===== config.mk =====
export PLATFORM = sky130hd
export DESIGN_NAME = spw_core
export DESIGN_NICKNAME = d
export VERILOG_FILES = /design/src/rtl/spw_pkg.sv /design/src/rtl/spw_decode.sv /design/src/rtl/spw_lane_slice.sv /design/src/rtl/spw_palu.sv /design/src/rtl/spw_regfile.sv /design/src/rtl/spw_core.sv
export SDC_FILE = /design/constraint.sdc
export NUM_CORES = 1
export LEC_CHECK = 0
export BUFFER_PORTS_ARGS = -buffer_cell sky130_fd_sc_hd__buf_2
export CAP_MARGIN = 20
export CORE_ASPECT_RATIO = 0.5
export CORE_MARGIN = 2
export CORE_UTILIZATION = 45
export DETAILED_ROUTE_END_ITERATION = 7
export PLACE_DENSITY = 0.7
export SLEW_MARGIN = 10
export SYNTH_ARGS = -nofsm -noshare
export SYNTH_HDL_FRONTEND = slang
export SYNTH_SLANG_ARGS = --single-unit

===== constraint.sdc =====
create_clock -name clk -period 14.8 [get_ports clk]
set_clock_uncertainty 0.05 [all_clocks]
set_input_delay 1.48 -clock clk [delete_from_list [all_inputs] [get_ports clk]]
set_output_delay 1.48 -clock clk [all_outputs]
set_load 0.02 [all_outputs]

===== src/rtl/spw_pkg.sv =====
`timescale 1ns/1ps
package spw_pkg;
  localparam int DATA_W  = 16;
  localparam int INSTR_W = 18;
  localparam int IMM_W   = 10;
  localparam int SEL_W   = 2;

  typedef enum logic [1:0] {LANE16 = 2'd0, LANE8 = 2'd1, LANE4 = 2'd2} lane_e;

  typedef enum logic [3:0] {
    AO_ADD, AO_SUB, AO_MUL, AO_MAC, AO_SHL, AO_SHR, AO_AND, AO_OR, AO_NOT
  } aluop_e;

  typedef enum logic [2:0] {
    K_NOP, K_ALU, K_LOAD, K_STORE, K_SET, K_SETLOOP, K_LOOPJ, K_HALT
  } kind_e;

  typedef struct packed {
    kind_e              kind;
    aluop_e             aluop;
    lane_e              lane;
    logic               use_imm;
    logic [SEL_W-1:0]   dst;
    logic [SEL_W-1:0]   a;
    logic [SEL_W-1:0]   b;
    logic [SEL_W-1:0]   c;
    logic [IMM_W-1:0]   imm;
  } dec_t;

  // Spread the immediate across the lanes of a data word.
  function automatic logic [DATA_W-1:0] spw_rep(input logic [IMM_W-1:0] imm,
                                                 input lane_e ln);
    case (ln)
      LANE16:  spw_rep = {{(DATA_W-IMM_W){1'b0}}, imm};
      LANE8:   spw_rep = {2{imm[7:0]}};
      default: spw_rep = {4{imm[3:0]}};
    endcase
  endfunction
endpackage


===== src/rtl/spw_decode.sv =====
`timescale 1ns/1ps
module spw_decode
  import spw_pkg::*;
(
  input  logic [INSTR_W-1:0] instr,
  output dec_t               dec
);
  logic [5:0] op;
  assign op = instr[17:12];

  always_comb begin
    int q;
    int r;
    dec = '0;
    dec.kind  = K_NOP;
    dec.aluop = AO_ADD;
    dec.lane  = LANE16;
    dec.imm   = instr[9:0];
    q = int'(op) / 3;
    r = int'(op) % 3;
    if (op < 6'd36) begin
      dec.kind = K_ALU;
      dec.lane = lane_e'(r[1:0]);
      case (q)
        0, 1:    dec.aluop = AO_ADD;
        2, 3:    dec.aluop = AO_SUB;
        4, 5:    dec.aluop = AO_MUL;
        6:       dec.aluop = AO_MAC;
        7:       dec.aluop = AO_SHL;
        8:       dec.aluop = AO_SHR;
        9:       dec.aluop = AO_AND;
        10:      dec.aluop = AO_OR;
        default: dec.aluop = AO_NOT;
      endcase
      if (q == 1 || q == 3 || q == 5) begin
        dec.use_imm = 1'b1;
        dec.dst     = instr[11:10];
        dec.a       = instr[11:10];
      end else if (q == 6) begin
        dec.dst = instr[5:4];
        dec.c   = instr[5:4];
        dec.a   = instr[3:2];
        dec.b   = instr[1:0];
      end else if (q == 7 || q == 8 || q == 11) begin
        dec.dst = instr[1:0];
        dec.a   = instr[1:0];
      end else begin
        dec.dst = instr[3:2];
        dec.a   = instr[3:2];
        dec.b   = instr[1:0];
      end
    end else begin
      dec.dst = instr[11:10];
      dec.a   = instr[11:10];
      case (op)
        6'd36:              dec.kind = K_LOOPJ;
        6'd37:              dec.kind = K_SETLOOP;
        6'd38, 6'd39, 6'd40: begin
          dec.kind = K_LOAD;
          dec.lane = lane_e'(2'(op - 6'd38));
        end
        6'd41, 6'd42, 6'd43: begin
          dec.kind = K_STORE;
          dec.lane = lane_e'(2'(op - 6'd41));
        end
        6'd44, 6'd45, 6'd46: begin
          dec.kind = K_SET;
          dec.lane = lane_e'(2'(op - 6'd44));
        end
        6'd63:              dec.kind = K_HALT;
        default:            dec.kind = K_NOP;
      endcase
    end
  end
endmodule


===== src/rtl/spw_lane_slice.sv =====
`timescale 1ns/1ps
module spw_lane_slice
  import spw_pkg::*;
#(
  parameter int W = 4
) (
  input  aluop_e       op,
  input  logic [W-1:0] a,
  input  logic [W-1:0] b,
  input  logic [W-1:0] c,
  output logic [W-1:0] y
);
  logic [W-1:0] prod;
  assign prod = a * b;

  always_comb begin
    case (op)
      AO_ADD:  y = a + b;
      AO_SUB:  y = a - b;
      AO_MUL:  y = prod;
      AO_MAC:  y = c + prod;
      AO_SHL:  y = {a[W-2:0], 1'b0};
      AO_SHR:  y = {1'b0, a[W-1:1]};
      AO_AND:  y = a & b;
      AO_OR:   y = a | b;
      AO_NOT:  y = ~a;
      default: y = a;
    endcase
  end
endmodule


===== src/rtl/spw_palu.sv =====
`timescale 1ns/1ps
module spw_palu
  import spw_pkg::*;
#(
  parameter int DW = DATA_W
) (
  input  aluop_e        op,
  input  lane_e         lane,
  input  logic [DW-1:0] a,
  input  logic [DW-1:0] b,
  input  logic [DW-1:0] c,
  output logic [DW-1:0] y
);
  localparam int NVIEW = 3;
  logic [NVIEW-1:0][DW-1:0] res;

  for (genvar g = 0; g < NVIEW; g++) begin : g_view
    localparam int W = DW >> g;
    localparam int N = 1 << g;
    for (genvar l = 0; l < N; l++) begin : g_lane
      spw_lane_slice #(.W(W)) u_slice (
        .op(op),
        .a (a[l*W +: W]),
        .b (b[l*W +: W]),
        .c (c[l*W +: W]),
        .y (res[g][l*W +: W])
      );
    end
  end

  always_comb begin
    case (lane)
      LANE8:   y = res[1];
      LANE4:   y = res[2];
      default: y = res[0];
    endcase
  end
endmodule


===== src/rtl/spw_regfile.sv =====
`timescale 1ns/1ps
module spw_regfile #(
  parameter int DW   = 16,
  parameter int NREG = 3,
  parameter int SELW = 2
) (
  input  logic            clk,
  input  logic            rst,
  input  logic            we,
  input  logic [SELW-1:0] wsel,
  input  logic [DW-1:0]   wdata,
  input  logic [SELW-1:0] sel_a,
  input  logic [SELW-1:0] sel_b,
  input  logic [SELW-1:0] sel_c,
  output logic [DW-1:0]   rd_a,
  output logic [DW-1:0]   rd_b,
  output logic [DW-1:0]   rd_c
);
  logic [NREG-1:0][DW-1:0] regs;

  for (genvar r = 0; r < NREG; r++) begin : g_reg
    always_ff @(posedge clk) begin
      if (rst)                              regs[r] <= '0;
      else if (we && wsel == SELW'(r))      regs[r] <= wdata;
    end
  end

  // Selects with no register behind them read as zero.
  always_comb begin
    rd_a = '0;
    rd_b = '0;
    rd_c = '0;
    for (int r = 0; r < NREG; r++) begin
      if (sel_a == SELW'(r)) rd_a = regs[r];
      if (sel_b == SELW'(r)) rd_b = regs[r];
      if (sel_c == SELW'(r)) rd_c = regs[r];
    end
  end

  p_ghost_write_r12: assert property (@(posedge clk) disable iff (rst)
    (we && int'(wsel) >= NREG) |=> $stable(regs));
endmodule


===== src/rtl/spw_core.sv =====
`timescale 1ns/1ps
module spw_core
  import spw_pkg::*;
#(
  parameter int AW   = 10,
  parameter int LCW  = 10,
  parameter int NREG = 3
) (
  input  logic               clk,
  input  logic               rst,
  output logic [AW-1:0]      instr_addr,
  input  logic [INSTR_W-1:0] instr_word,
  output logic [AW-1:0]      mem_addr,
  output logic               mem_rd,
  output logic               mem_wr,
  output logic [DATA_W-1:0]  mem_wdata,
  input  logic [DATA_W-1:0]  mem_rdata,
  output logic               done
);
  typedef enum logic [1:0] {S_FETCH, S_EXEC, S_HALT} state_e;

  state_e              state;
  logic [AW-1:0]       pc;
  logic [LCW-1:0]      lc;
  logic [INSTR_W-1:0]  ir;
  dec_t                dec;
  logic                exec;
  logic [DATA_W-1:0]   rd_a, rd_b, rd_c, opnd_b, rep, alu_y;
  logic                rf_we;
  logic [DATA_W-1:0]   rf_wdata;

  spw_decode u_dec (.instr(ir), .dec(dec));

  assign exec   = (state == S_EXEC);
  assign rep    = spw_rep(dec.imm, dec.lane);
  assign opnd_b = dec.use_imm ? rep : rd_b;

  spw_regfile #(.DW(DATA_W), .NREG(NREG), .SELW(SEL_W)) u_rf (
    .clk(clk), .rst(rst), .we(rf_we), .wsel(dec.dst), .wdata(rf_wdata),
    .sel_a(dec.a), .sel_b(dec.b), .sel_c(dec.c),
    .rd_a(rd_a), .rd_b(rd_b), .rd_c(rd_c)
  );

  spw_palu #(.DW(DATA_W)) u_alu (
    .op(dec.aluop), .lane(dec.lane), .a(rd_a), .b(opnd_b), .c(rd_c), .y(alu_y)
  );

  always_comb begin
    rf_we    = 1'b0;
    rf_wdata = alu_y;
    case (dec.kind)
      K_ALU:  rf_we = exec;
      K_LOAD: begin rf_we = exec; rf_wdata = mem_rdata; end
      K_SET:  begin rf_we = exec; rf_wdata = rep;       end
      default: ;
    endcase
  end

  always_ff @(posedge clk) begin
    if (rst) begin
      state <= S_FETCH;
      pc    <= '0;
      lc    <= '0;
      ir    <= '0;
    end else begin
      case (state)
        S_FETCH: begin
          ir    <= instr_word;
          state <= S_EXEC;
        end
        S_EXEC: begin
          state <= S_FETCH;
          pc    <= pc + AW'(1);
          case (dec.kind)
            K_SETLOOP: lc <= LCW'(dec.imm);
            K_LOOPJ: begin
              if (lc != '0) begin
                lc <= lc - LCW'(1);
                pc <= AW'(dec.imm);
              end
            end
            K_HALT: begin
              state <= S_HALT;
              pc    <= pc;
            end
            default: ;
          endcase
        end
        default: state <= S_HALT;
      endcase
    end
  end

  assign instr_addr = pc;
  assign mem_addr   = AW'(dec.imm);
  assign mem_rd     = exec && (dec.kind == K_LOAD || dec.kind == K_STORE);
  assign mem_wr     = exec && (dec.kind == K_STORE);
  assign mem_wdata  = rd_a;
  assign done       = (state == S_HALT);

  p_wr_needs_rd_r3: assert property (@(posedge clk) disable iff (rst)
    mem_wr |-> mem_rd);
  p_fetch_holds_pc_r1: assert property (@(posedge clk) disable iff (rst)
    (state == S_FETCH) |=> $stable(instr_addr));
  p_done_sticky_r11: assert property (@(posedge clk) disable iff (rst)
    done |=> done);
  p_halt_pc_r11: assert property (@(posedge clk) disable iff (rst)
    done |=> $stable(instr_addr));
  p_halt_quiet_r11: assert property (@(posedge clk) disable iff (rst)
    done |-> (!mem_rd && !mem_wr));
  p_lc_never_up_r10: assert property (@(posedge clk) disable iff (rst)
    !(exec && dec.kind == K_SETLOOP) |=> (lc <= $past(lc)));
  p_jump_target_r10: assert property (@(posedge clk) disable iff (rst)
    (exec && dec.kind == K_LOOPJ && lc != '0) |=> (instr_addr == $past(AW'(dec.imm))));
endmodule


Word-level counts from Yosys, hierarchy flattened
Memory sizes are Yosys's and may differ from the RTL's.
Cells that the tools add are included.
{"block": "word_totals", "regBits": 88, "rom_bits": 64, "input_bits": 36, "output_inout_bits": 39, "word_cells": 182, "n_memories": 1}
{"block": "classes", "add_sub_neg": 26, "n_mul": 7, "div_mod_pow": 2, "magnitude_cmp": 1, "n_eq_ne": 47, "n_mux": 43, "bitwise_logic": 22, "reduce_logical": 26}
{"name": "(name not given)", "words": 16, "word_bits": 4, "rd": 1, "rd_clocked_by_memory_dff": 0, "wr": 0, "line": "spw_decode.sv:24", "text": "case (q)"}
{"operator": "16-bit 2-to-1 mux", "n": 10}
{"operator": "16-bit one-hot mux with 9 select lines", "n": 1}
{"operator": "4-bit one-hot mux with 9 select lines", "n": 4}
{"operator": "8-bit one-hot mux with 9 select lines", "n": 2}
{"operator": "32-bit by 4-bit equality test with 1-bit output, second input constant", "n": 3}
{"operator": "16-bit one-hot mux with 2 select lines", "n": 3}
{"operator": "6-bit equality test, second input constant", "n": 12}
{"operator": "32-bit by 5-bit equality test with 1-bit output, second input constant", "n": 2}
{"operator": "10-bit one-hot mux with 2 select lines", "n": 2}
{"operator": "16-bit adder", "n": 2}
{"operator": "4-bit adder", "n": 8}
{"operator": "8-bit adder", "n": 4}
{"operator": "7-bit by 3-bit divider with 32-bit output, second input constant", "n": 1}
{"operator": "32-bit by 2-bit equality test with 1-bit output, second input constant", "n": 1}
{"operator": "32-bit by 3-bit equality test with 1-bit output, second input constant", "n": 1}
{"operator": "7-bit by 3-bit modulo with 32-bit output, second input constant", "n": 1}
{"operator": "28-bit zero test", "n": 1}
{"operator": "4-bit 2-to-1 mux", "n": 7}
{"operator": "10-bit 2-to-1 mux", "n": 2}
{"operator": "3-bit one-hot mux with 6 select lines", "n": 1}
{"operator": "16-bit AND", "n": 1}
{"operator": "4-bit AND", "n": 4}
{"operator": "8-bit AND", "n": 2}
{"operator": "4-bit by 3-bit equality test with 1-bit output, second input constant", "n": 4}
{"operator": "42 further kinds", "n": 95}

Depth between registers and ports, before layout
Gate-level depths: netlist (run 1).
{"block": "depth", "depth_word": 18, "mapped_depth": 63, "ltp_nobuf": 55}

By module
Synthesis (run 1) repeated with hierarchy kept, for this count alone.
{"block": "unflattened", "cells_unflattened": 2854, "area_unflattened_um2": 21907.3}
{"mod": "spw_lane_slice (u_alu.g_view[0].g_lane[0].u_slice)", "instances": 1, "cells_each": 885, "area_per_inst_um2": 6824.0}
{"mod": "spw_lane_slice (u_alu.g_view[1].g_lane[0].u_slice ...)", "instances": 2, "cells_each": 335, "area_per_inst_um2": 2306.0}
{"mod": "spw_lane_slice (u_alu.g_view[2].g_lane[0].u_slice ...)", "instances": 4, "cells_each": 113, "area_per_inst_um2": 834.6}
{"mod": "spw_regfile", "instances": 1, "cells_each": 295, "area_per_inst_um2": 2962.8}
{"mod": "spw_core", "instances": 1, "cells_each": 337, "area_per_inst_um2": 2632.5}
{"mod": "spw_decode", "instances": 1, "cells_each": 156, "area_per_inst_um2": 1118.6}
{"mod": "spw_palu", "instances": 1, "cells_each": 59, "area_per_inst_um2": 419.2}

Least setup slack after synthesis (run 1)
Ideal clock, no wire load.
{"block": "synth_timing", "path_type": "flip-flop to flip-flop", "from": "reg ir[16]", "to": "reg u_rf.regs[31] (netlist name)", "setup_time_ns": 0.130, "arrival_ns": 11.491, "t_required_ns": 14.620, "setup_slack_ns": 3.128, "stages_incl_launch_ff": 56, "path_buffers": 7, "synth_period_minus_slack_ns": 11.672, "cell_sequence": "dfxtp_1 > buf_6 > clkbuf_1 > clkbuf_1 > ha_1 > nor4bb_1 > o21ai_0 > a31oi_1 > nor2_1 > inv_1 > ha_1 > nor3_1 > o21ai_1 > inv_1 > xnor2_1 > ha_1 > nor2_1 > o31a_1 > [... 20 more ...] > fa_1 > fa_1 > inv_1 > fa_1 > inv_1 > ha_1 > and3_1 > a211oi_1 > xnor2_1 > ha_1 > a21o_1 > a21oi_1 > xnor2_1 > xnor2_1 > mux2i_1 > o221ai_1 > a32oi_2 > mux2i_1"}
{"block": "synth_between", "elab_cells_between_ends": 112}
{"element": "from (decl)", "line": "spw_core.sv:25", "text": "logic [INSTR_W-1:0] ir;"}
{"element": "from (signal assigned)", "line": "spw_core.sv:68", "text": "ir <= instr_word;"}
{"element": "7-bit by 3-bit divider with 32-bit output", "line": "spw_decode.sv:19", "text": "q = int'(op) / 3;"}
{"element": "32-bit by 4-bit equality test with 1-bit output / 32-bit by 5-bit equality test with 1-bit output (equally long branches)", "line": "spw_decode.sv:44", "text": "end else if (q == 7 || q == 8 || q == 11) begin"}
{"element": "1-bit logical OR (2 in series)", "line": "spw_decode.sv:44"}
{"element": "4-bit 2-to-1 mux", "line": "spw_decode.sv:44"}
{"element": "6-bit 2-to-1 mux", "line": "spw_decode.sv:39", "text": "end else if (q == 6) begin"}
{"element": "4-bit 2-to-1 mux", "line": "spw_decode.sv:35", "text": "if (q == 1 || q == 3 || q == 5) begin"}
{"element": "4-bit 2-to-1 mux (*)", "line": "spw_decode.sv:21", "text": "if (op < 6'd36) begin"}
{"element": "2-bit zero test", "line": "spw_regfile.sv:34", "text": "if (sel_a == SELW'(r)) rd_a = regs[r];"}
{"element": "16-bit 2-to-1 mux (2 in series)", "line": "spw_regfile.sv:34"}
{"element": "16-bit 2-to-1 mux (*)", "line": "spw_regfile.sv:34"}
{"element": "named net mem_wdata[8]", "line": "spw_core.sv:16", "text": "output logic [DATA_W-1:0] mem_wdata,"}
{"element": "16-bit by 16-bit multiplier with 16-bit output / 8-bit by 8-bit multiplier with 8-bit output (equally long branches)", "line": "spw_lane_slice.sv:14", "text": "assign prod = a * b;"}
{"element": "16-bit adder / 8-bit adder (equally long branches)", "line": "spw_lane_slice.sv:21", "text": "AO_MAC: y = c + prod;"}
{"element": "16-bit one-hot mux with 9 select lines / 8-bit one-hot mux with 9 select lines (equally long branches)", "line": "spw_lane_slice.sv:17", "text": "case (op)"}
{"element": "16-bit one-hot mux with 2 select lines (*)", "line": "spw_palu.sv:32", "text": "case (lane)"}
{"element": "16-bit one-hot mux with 2 select lines (*)", "line": "spw_core.sv:51", "text": "case (dec.kind)"}
{"element": "to (signal, indexed assignment)", "line": "spw_regfile.sv:24", "text": "else if (we && wsel == SELW'(r)) regs[r] <= wdata;"}
{"element": "to (decl)", "line": "spw_regfile.sv:19", "text": "logic [NREG-1:0][DW-1:0] regs;"}
Mark *: on every way through the listed nets, which the timed path passes. The rest lies on a longest branch.
A chain may end at the register's enable or synchronous reset.

Worst setup path after layout (run 1)
{"block": "layout_timing", "from": "reg ir[17]", "to": "reg u_rf.regs[15] (netlist name)"}
{"block": "layout_between", "elab_chain_len": 18, "elab_cells_between_ends": 112}
{"element": "7-bit by 3-bit divider with 32-bit output", "line": "spw_decode.sv:19"}
{"element": "32-bit by 4-bit equality test with 1-bit output / 32-bit by 5-bit equality test with 1-bit output (equally long branches)", "line": "spw_decode.sv:44"}
{"element": "1-bit logical OR (2 in series)", "line": "spw_decode.sv:44"}
{"element": "2-bit 2-to-1 mux", "line": "spw_decode.sv:44"}
{"element": "6-bit 2-to-1 mux", "line": "spw_decode.sv:39"}
{"element": "4-bit 2-to-1 mux", "line": "spw_decode.sv:35"}
{"element": "4-bit 2-to-1 mux", "line": "spw_decode.sv:21"}
{"element": "2-bit zero test", "line": "spw_regfile.sv:35", "text": "if (sel_b == SELW'(r)) rd_b = regs[r];"}
{"element": "16-bit 2-to-1 mux (3 in series)", "line": "spw_regfile.sv:35"}
{"element": "16-bit 2-to-1 mux", "line": "spw_core.sv:36", "text": "assign opnd_b = dec.use_imm ? rep : rd_b;"}
{"element": "16-bit by 16-bit multiplier with 16-bit output, or another cell as far along", "line": "spw_lane_slice.sv:14"}
{"element": "16-bit adder, or another cell as far along", "line": "spw_lane_slice.sv:21"}
{"element": "16-bit one-hot mux with 9 select lines, or another cell as far along", "line": "spw_lane_slice.sv:17"}
{"element": "16-bit one-hot mux with 2 select lines", "line": "spw_palu.sv:32"}
{"element": "16-bit one-hot mux with 2 select lines", "line": "spw_core.sv:51"}
Several ways; a longest one is shown, not always the timed one.

==> flow_results.xml, run 1 <==
<?xml version="1.0" encoding="UTF-8"?>
<metrics>
  <group name="yosys">
    <metric name="synth_top_family_by_area" unit="">compound AO/OA/AOI/OAI gates</metric>
    <metric name="syn_area_per_cell" unit="sq um">7.76</metric>
    <metric name="compound_cell_area_share_of_the_yosys_netlist" unit="%">26.8</metric>
    <metric name="synth-edff-count" unit="">0</metric>
    <metric name="netlist.area_leader.share" unit="%">12.9</metric>
    <metric name="ys_async_sr_fraction" unit="%">0</metric>
    <metric name="yosysMostFrequentCell" unit="">sky130_fd_sc_hd__nor2_1</metric>
    <metric name="syn-num-nets" unit="">2619</metric>
    <metric name="synth.largest_area_cell" unit="">sky130_fd_sc_hd__ha_1</metric>
    <metric name="biggest_area_contributors_in_the_synthesized_netlist" unit="">sky130_fd_sc_hd__ha_1, sky130_fd_sc_hd__fa_1, sky130_fd_sc_hd__dfxtp_1</metric>
    <metric name="netlist_instances" unit="">2289</metric>
    <metric name="most_frequent_cells_after_synthesis" unit="">sky130_fd_sc_hd__nor2_1, sky130_fd_sc_hd__inv_1, sky130_fd_sc_hd__ha_1</metric>
    <metric name="yosys_register_bits" unit="">88</metric>
    <metric name="synthMuxAreaShare" unit="%">2.13</metric>
    <metric name="synth-main-ff-cell" unit="">sky130_fd_sc_hd__dfxtp_1</metric>
    <metric name="synth_sequential_area_ratio" unit="%">9.92</metric>
    <metric name="synth-xor-area-share" unit="%">9.54</metric>
    <metric name="ys.warnings.count" unit="">0</metric>
    <metric name="synth_adder_area_share" unit="%">25.4</metric>
    <metric name="synth_simple_gate_area_share" unit="%">17.0</metric>
    <metric name="synth_cell_type_count" unit="">111</metric>
    <metric name="mappedNetlistArea" unit="sq um">17800</metric>
  </group>
  <group name="critical_path">
    <metric name="critical_path.max_stage_delay" unit="ns">0.76</metric>
    <metric name="rr_startpoint" unit="">ir[17]</metric>
    <metric name="setup.reg_to_reg.worst_slack" unit="ns">0.92</metric>
    <metric name="worstReg2RegEnd" unit="">u_rf.regs[15]</metric>
    <metric name="setup.worst_path.class" unit="">register to register</metric>
    <metric name="path_common_cell" unit="">sky130_fd_sc_hd__ha_1</metric>
    <metric name="master_of_the_slowest_instance_on_the_critical_path" unit="">sky130_fd_sc_hd__dfxtp_1</metric>
    <metric name="critical_path_required" unit="ns">14.98</metric>
    <metric name="critPathLaunchType" unit="">register</metric>
    <metric name="timing.critical_path.to_type" unit="">register</metric>
    <metric name="reg2reg_depth" unit="">52</metric>
    <metric name="worst-path-buf-inv" unit="">7</metric>
    <metric name="critical_path_arrival" unit="ns">14.06</metric>
    <metric name="cpLargestDelayFamily" unit="">adder cells</metric>
    <metric name="worst_path_max_fanout" unit="">18</metric>
  </group>
  <group name="detailed_routing">
    <metric name="drt_drc_violations_left" unit="">6</metric>
    <metric name="routed_wirelength" unit="um">67300</metric>
    <metric name="number_of_vias_in_the_routed_layout" unit="">18029</metric>
    <metric name="drt-pass1-iter-count" unit="">8</metric>
    <metric name="viasPerCell" unit="">6.37</metric>
    <metric name="drt_iter0_markers" unit="">2489</metric>
    <metric name="avgRoutedWirePerCell" unit="um">23.8</metric>
    <metric name="drtAntennaViolNets" unit="">0</metric>
  </group>
  <group name="global_routing">
    <metric name="global_route.usage.total" unit="%">32.2</metric>
    <metric name="first_global_vias" unit="">16943</metric>
    <metric name="antenna_found_initial" unit="">2</metric>
    <metric name="global_route_wire_length_before_repair" unit="um">102000</metric>
    <metric name="global_route.overflow_total" unit="">0</metric>
    <metric name="largest_net_degree_at_the_start_of_global_routing" unit="">37</metric>
  </group>
  <group name="clock_tree">
    <metric name="path_clk_slew" unit="ns">0.07</metric>
    <metric name="clock_latency" unit="ns">0.36</metric>
    <metric name="post_cts_buffers" unit="">0</metric>
    <metric name="cts_tree" unit="">built</metric>
    <metric name="cts.root.buffer_cell" unit="">sky130_fd_sc_hd__clkbuf_16</metric>
    <metric name="cts_inserted_buffers" unit="">9</metric>
    <metric name="number_of_buffers_on_the_longest_clock_path" unit="">2</metric>
    <metric name="clock_sinks" unit="">88</metric>
    <metric name="clock_tree.htree_level_count" unit="">3</metric>
    <metric name="ctsHoldBuffers" unit="">0</metric>
  </group>
  <group name="timing">
    <metric name="final_critical_delay_including_setup_and_external_delays" unit="ns">13.88</metric>
    <metric name="finalMaxSlewViolations" unit="">0</metric>
    <metric name="worst_slew_pin_slew" unit="ns">1.26</metric>
    <metric name="timing.final.crit_share" unit="%">93.8</metric>
    <metric name="final_hold_viols" unit="">0</metric>
    <metric name="final_setup_violation_count" unit="">0</metric>
    <metric name="grt_setup_unrepaired" unit="">no</metric>
    <metric name="setup-tns-final" unit="ns">0</metric>
    <metric name="maxSlewHeadroom" unit="%">16.2</metric>
    <metric name="achievable-frequency" unit="MHz">72.0</metric>
  </group>
  <group name="layout">
    <metric name="post_route_cells_drive_above_1_share" unit="%">10.8</metric>
    <metric name="insertedDiodeCount" unit="">0</metric>
    <metric name="final_util" unit="%">48.5</metric>
    <metric name="finalNetCount" unit="">2624</metric>
    <metric name="flow.area_growth_from_synthesis" unit="%">6.35</metric>
  </group>
  <group name="floorplanning">
    <metric name="num_io_pins" unit="">75</metric>
    <metric name="floorplan.rows" unit="">51</metric>
    <metric name="die_x" unit="um">285</metric>
    <metric name="initial_utilization" unit="%">45.6</metric>
    <metric name="die_area" unit="sq um">41200</metric>
    <metric name="die_h" unit="um">144</metric>
    <metric name="fp.coreArea" unit="sq um">38900</metric>
  </group>
  <group name="run_status">
    <metric name="status" unit="">finished, violations left</metric>
    <metric name="violations_in_the_final_reports" unit="">DRC</metric>
  </group>
  <group name="hold_path">
    <metric name="hold_path_depth" unit="">2</metric>
    <metric name="min_delay_worst_endpoint" unit="">lc[1]</metric>
    <metric name="min-delay-path-class" unit="">register to register</metric>
    <metric name="hold_path_start" unit="">lc[1]</metric>
  </group>
  <group name="placed_design">
    <metric name="globalplace.congestion" unit="">1.02</metric>
    <metric name="port-buffer-count" unit="">74</metric>
    <metric name="hpwl" unit="um">51700</metric>
  </group>
  <group name="flow_run">
    <metric name="max_cap_viol_count" unit="">0</metric>
  </group>
</metrics>
cell type report:
| class | count | area, sq um |
|---|---|---|
| well taps | 530 | 663 |
| repair buffers | 129 | 787 |
| multi-input cells | 1807 | 14400 |
| fillers | 3856 | 20000 |
| clock inverters | 6 | 68.8 |
| clock buffers | 10 | 229 |
| flip-flops and latches | 88 | 1760 |
| inverters | 259 | 975 |
through the flow:
step	setup slack [ns]	instances	hold slack, ns	area, sq um
after detailed placement	0.984	2812	0.431	18600
after CTS	1.00	2828	0.451	18900
after global placement	1.58	2811	0.429	18600
after floorplan	3.13	2289	0.409	17800
final	0.917	2829	0.451	18900
after global routing	0.00610	2829	0.465	18900
worst min-delay path: cells and delay by family (launching register included):
| family | cells | cell delay [ns] |
|---|---|---|
| flops | 1 | 0.34 |
| simple gates | 1 | 0.07 |
| compound gates | 1 | 0.05 |
worst max-delay path by stage:
| stage | depth (start not counted) | end | slack, ns | start |
|---|---|---|---|---|
| final | 52 | u_rf.regs[15] | 0.92 | ir[17] |
| after global routing | 52 | u_rf.regs[15] | 0.006 | ir[17] |
| after CTS | 52 | u_rf.regs[31] | 1.0 | ir[16] |
| after detailed placement | 52 | u_rf.regs[31] | 0.98 | ir[16] |
| after global placement | 52 | u_rf.regs[31] | 1.58 | ir[16] |
| after floorplan | 55 | u_rf.regs[31] | 3.13 | ir[16] |
flip-flops by register name, summed over array words and instances (netlist names):
signal / flops
instr_addr: 10
ir: 18
lc: 10
state: 2
u_rf.regs: 48
cells by family after synthesis:
family / after synthesis
AO/OA/AOI/OAI: 664
AND/OR/NAND/NOR: 645
buffers and inverters: 394
adder cells (fa/ha/maj): 294
XOR/XNOR: 167
flip-flops: 88
multiplexers: 37
per-layer routing:
metal  global-route usage, %  vias to the layer above  routed length (um)
li1                        -                     8079                   -
met1                    43.1                     8592               27500
met2                    51.0                     1158               28600
met3                    7.33                      198                8580
met4                    12.0                        2                2500
met5                       0                        -                  17
repair_timing:
action,in CTS,in global routing
hold endpoints to repair,0,0
setup endpoints to repair,0,3
resized for setup,0,1
placed cells by master, fill, tap and decap left out, types with 74 or more instances in the layout:
cell type / count
sky130_fd_sc_hd__xnor2_1: 106
sky130_fd_sc_hd__ha_1: 183
sky130_fd_sc_hd__dfxtp_1: 87
sky130_fd_sc_hd__fa_1: 111
sky130_fd_sc_hd__a21oi_1: 139
sky130_fd_sc_hd__nand2_1: 147
sky130_fd_sc_hd__buf_2: 74
sky130_fd_sc_hd__inv_1: 246
sky130_fd_sc_hd__o21ai_0: 119
sky130_fd_sc_hd__nor2_1: 268
Power of run 1 is not shown: default switching activity piles up to over one toggle a cycle in this logic, so the estimate is an artifact.
==> run 2: changes to the inputs <==
- CORE_UTILIZATION: 45 -> 30
- CTS_CLUSTER_DIAMETER: not set -> 80
- PLACE_DENSITY: 0.7 -> 0.54
==> run 2 against run 1 <==
  * The flow still finishes with violations (DRC)
  * Non-clock buffer count grew 6
  * First-iteration DRC count shrank 15%
  * Cell area grew 1.7%
  * Via count shrank 1.2%
  * Cell count grew 8.7%
  * Utilization shrank 15 points
  * Sequential share of layout area shrank 0.15 points
  * Hold slack lost 0.0069 ns
  * Worst setup slack gained 0.12 ns
  * Global-route usage shrank 8.7 points
  * Flip-flop and latch count is the same
  * Critical path type unchanged
  * Critical endpoint is now u_rf.regs[47]
==> flow_results.xml, run 2 (synthesized netlist as in run 1, its figures left out) <==
<?xml version="1.0" encoding="UTF-8"?>
<metrics>
  <group name="placed_design">
    <metric name="port-buffer-count" unit="">74</metric>
    <metric name="hpwl" unit="um">56300</metric>
    <metric name="globalplace.congestion" unit="">0.979</metric>
    <metric name="placed_cell_area" unit="sq um">18900</metric>
  </group>
  <group name="clock_tree">
    <metric name="clock_tree.htree_level_count" unit="">3</metric>
    <metric name="clock_latency" unit="ns">0.35</metric>
    <metric name="number_of_buffers_on_the_longest_clock_path" unit="">2</metric>
    <metric name="cts_tree" unit="">built</metric>
    <metric name="clock_sinks" unit="">88</metric>
    <metric name="path_clk_slew" unit="ns">0.07</metric>
    <metric name="ctsHoldBuffers" unit="">0</metric>
    <metric name="cts.root.buffer_cell" unit="">sky130_fd_sc_hd__clkbuf_16</metric>
    <metric name="cts_inserted_buffers" unit="">9</metric>
  </group>
  <group name="critical_path">
    <metric name="critical_path.max_stage_delay" unit="ns">0.66</metric>
    <metric name="critPathLaunchType" unit="">register</metric>
    <metric name="critical_path_required" unit="ns">14.98</metric>
    <metric name="setup.worst_path.class" unit="">register to register</metric>
    <metric name="critical_path_arrival" unit="ns">13.95</metric>
    <metric name="timing.critical_path.to_type" unit="">register</metric>
    <metric name="master_of_the_slowest_instance_on_the_critical_path" unit="">sky130_fd_sc_hd__dfxtp_2</metric>
    <metric name="path_common_cell" unit="">sky130_fd_sc_hd__ha_1</metric>
    <metric name="worst_path_max_fanout" unit="">20</metric>
  </group>
  <group name="global_routing">
    <metric name="global_route_wire_length_before_repair" unit="um">110000</metric>
    <metric name="antenna_found_initial" unit="">1</metric>
    <metric name="first_global_vias" unit="">17287</metric>
    <metric name="global_route.overflow_total" unit="">0</metric>
    <metric name="largest_net_degree_at_the_start_of_global_routing" unit="">65</metric>
    <metric name="global_route.usage.total" unit="%">23.5</metric>
  </group>
  <group name="detailed_routing">
    <metric name="drt_drc_violations_left" unit="">8</metric>
    <metric name="number_of_vias_in_the_routed_layout" unit="">17820</metric>
    <metric name="drt-pass1-iter-count" unit="">8</metric>
    <metric name="viasPerCell" unit="">5.80</metric>
    <metric name="avgRoutedWirePerCell" unit="um">23.8</metric>
    <metric name="drtAntennaViolNets" unit="">0</metric>
    <metric name="drt_iter0_markers" unit="">2122</metric>
    <metric name="routed_wirelength" unit="um">73100</metric>
  </group>
  <group name="floorplanning">
    <metric name="floorplan.rows" unit="">62</metric>
    <metric name="num_io_pins" unit="">75</metric>
    <metric name="die_h" unit="um">176</metric>
    <metric name="die_x" unit="um">348</metric>
    <metric name="fp.coreArea" unit="sq um">57900</metric>
    <metric name="initial_utilization" unit="%">30.7</metric>
    <metric name="die_area" unit="sq um">61300</metric>
  </group>
  <group name="layout">
    <metric name="register_ranked_first_by_flip_flop_count" unit="">u_rf.regs</metric>
    <metric name="flow.area_growth_from_synthesis" unit="%">8.21</metric>
    <metric name="mostFrequentLayoutCell" unit="">sky130_fd_sc_hd__nor2_1</metric>
    <metric name="largest_register_ff_count" unit="">48</metric>
    <metric name="post_route_cells_drive_above_1_share" unit="%">11.1</metric>
    <metric name="most-common-layout-cells" unit="">sky130_fd_sc_hd__nor2_1, sky130_fd_sc_hd__inv_1, sky130_fd_sc_hd__ha_1, sky130_fd_sc_hd__nand2_1, sky130_fd_sc_hd__a21oi_1</metric>
    <metric name="layout.cell_area.non_filler" unit="sq um">19200</metric>
    <metric name="final_util" unit="%">33.2</metric>
    <metric name="largestRegisters" unit="">u_rf.regs (48), ir (18)</metric>
    <metric name="finalNetCount" unit="">2630</metric>
  </group>
  <group name="timing">
    <metric name="final_critical_delay_including_setup_and_external_delays" unit="ns">13.77</metric>
    <metric name="final_hold_viols" unit="">0</metric>
    <metric name="finalMaxSlewViolations" unit="">0</metric>
    <metric name="worst_slew_pin_slew" unit="ns">1.19</metric>
    <metric name="timing.final.crit_share" unit="%">93.0</metric>
    <metric name="maxSlewHeadroom" unit="%">20.3</metric>
    <metric name="setup-tns-final" unit="ns">0</metric>
    <metric name="final_setup_violation_count" unit="">0</metric>
    <metric name="grt_setup_unrepaired" unit="">no</metric>
    <metric name="whs" unit="ns">0.444</metric>
    <metric name="achievable-frequency" unit="MHz">72.6</metric>
  </group>
  <group name="flow_run">
    <metric name="max_cap_viol_count" unit="">0</metric>
  </group>
  <group name="run_status">
    <metric name="violations_in_the_final_reports" unit="">DRC</metric>
    <metric name="status" unit="">finished, violations left</metric>
  </group>
  <group name="hold_path">
    <metric name="min-delay-path-class" unit="">register to register</metric>
  </group>
</metrics>
-- run 2: critical path, delay by kind of cell (launching register included) --
family / cells / cell delay, ns
AND/OR/NAND/NOR: 8 / 1.79
flip-flops: 1 / 0.66
AO/OA/AOI/OAI: 19 / 4.80
XOR/XNOR: 4 / 0.79
multiplexers: 2 / 0.24
buffers and inverters: 6 / 0.92
adder cells (fa/ha/maj): 12 / 4.36
-- run 2: worst paths after layout --
| check | from | endpoint | depth (start not counted) | slack (ns) |
|---|---|---|---|---|
| min reg2reg | lc[1] | lc[1] | 2 | 0.44 |
| min | lc[1] | lc[1] | 2 | 0.44 |
| max | ir[16] | u_rf.regs[47] | 51 | 1.03 |
| max reg2reg | ir[16] | u_rf.regs[47] | 51 | 1.03 |
-- run 2: cell type report --
type                       count  area (sq um)
multi-input combinational   1807         14400
tap                          768           961
sequential                    88          1760
antenna                        1          2.50
fill                        6181         38700
clock buffer                  10           229
timing repair buffer         135           833
inverter                     259           975
clock inverter                 6          51.3
-- run 2: per-stage QoR --
step | instances | setup WS (ns)
after floorplan | 2289 | 3.13
after global placement | 3054 | 1.39
after detailed placement | 3055 | 1.02
after CTS | 3071 | 0.983
after global routing | 3074 | 0.145
final | 3074 | 1.03
-- run 2: metal layers --
metal	global-route usage, %	vias up	wire length (um)
li1	-	8090	-
met1	32.1	8619	31600
met2	37.6	945	32200
met3	3.68	166	6680
met4	8.32	0	2630
met5	0	-	0
-- run 2: timing repair --
action                     CTS  global route
resized for setup            0             2
buffers inserted             0             0
setup endpoints to repair    0            10
Power of run 2 is left out for the same reason.
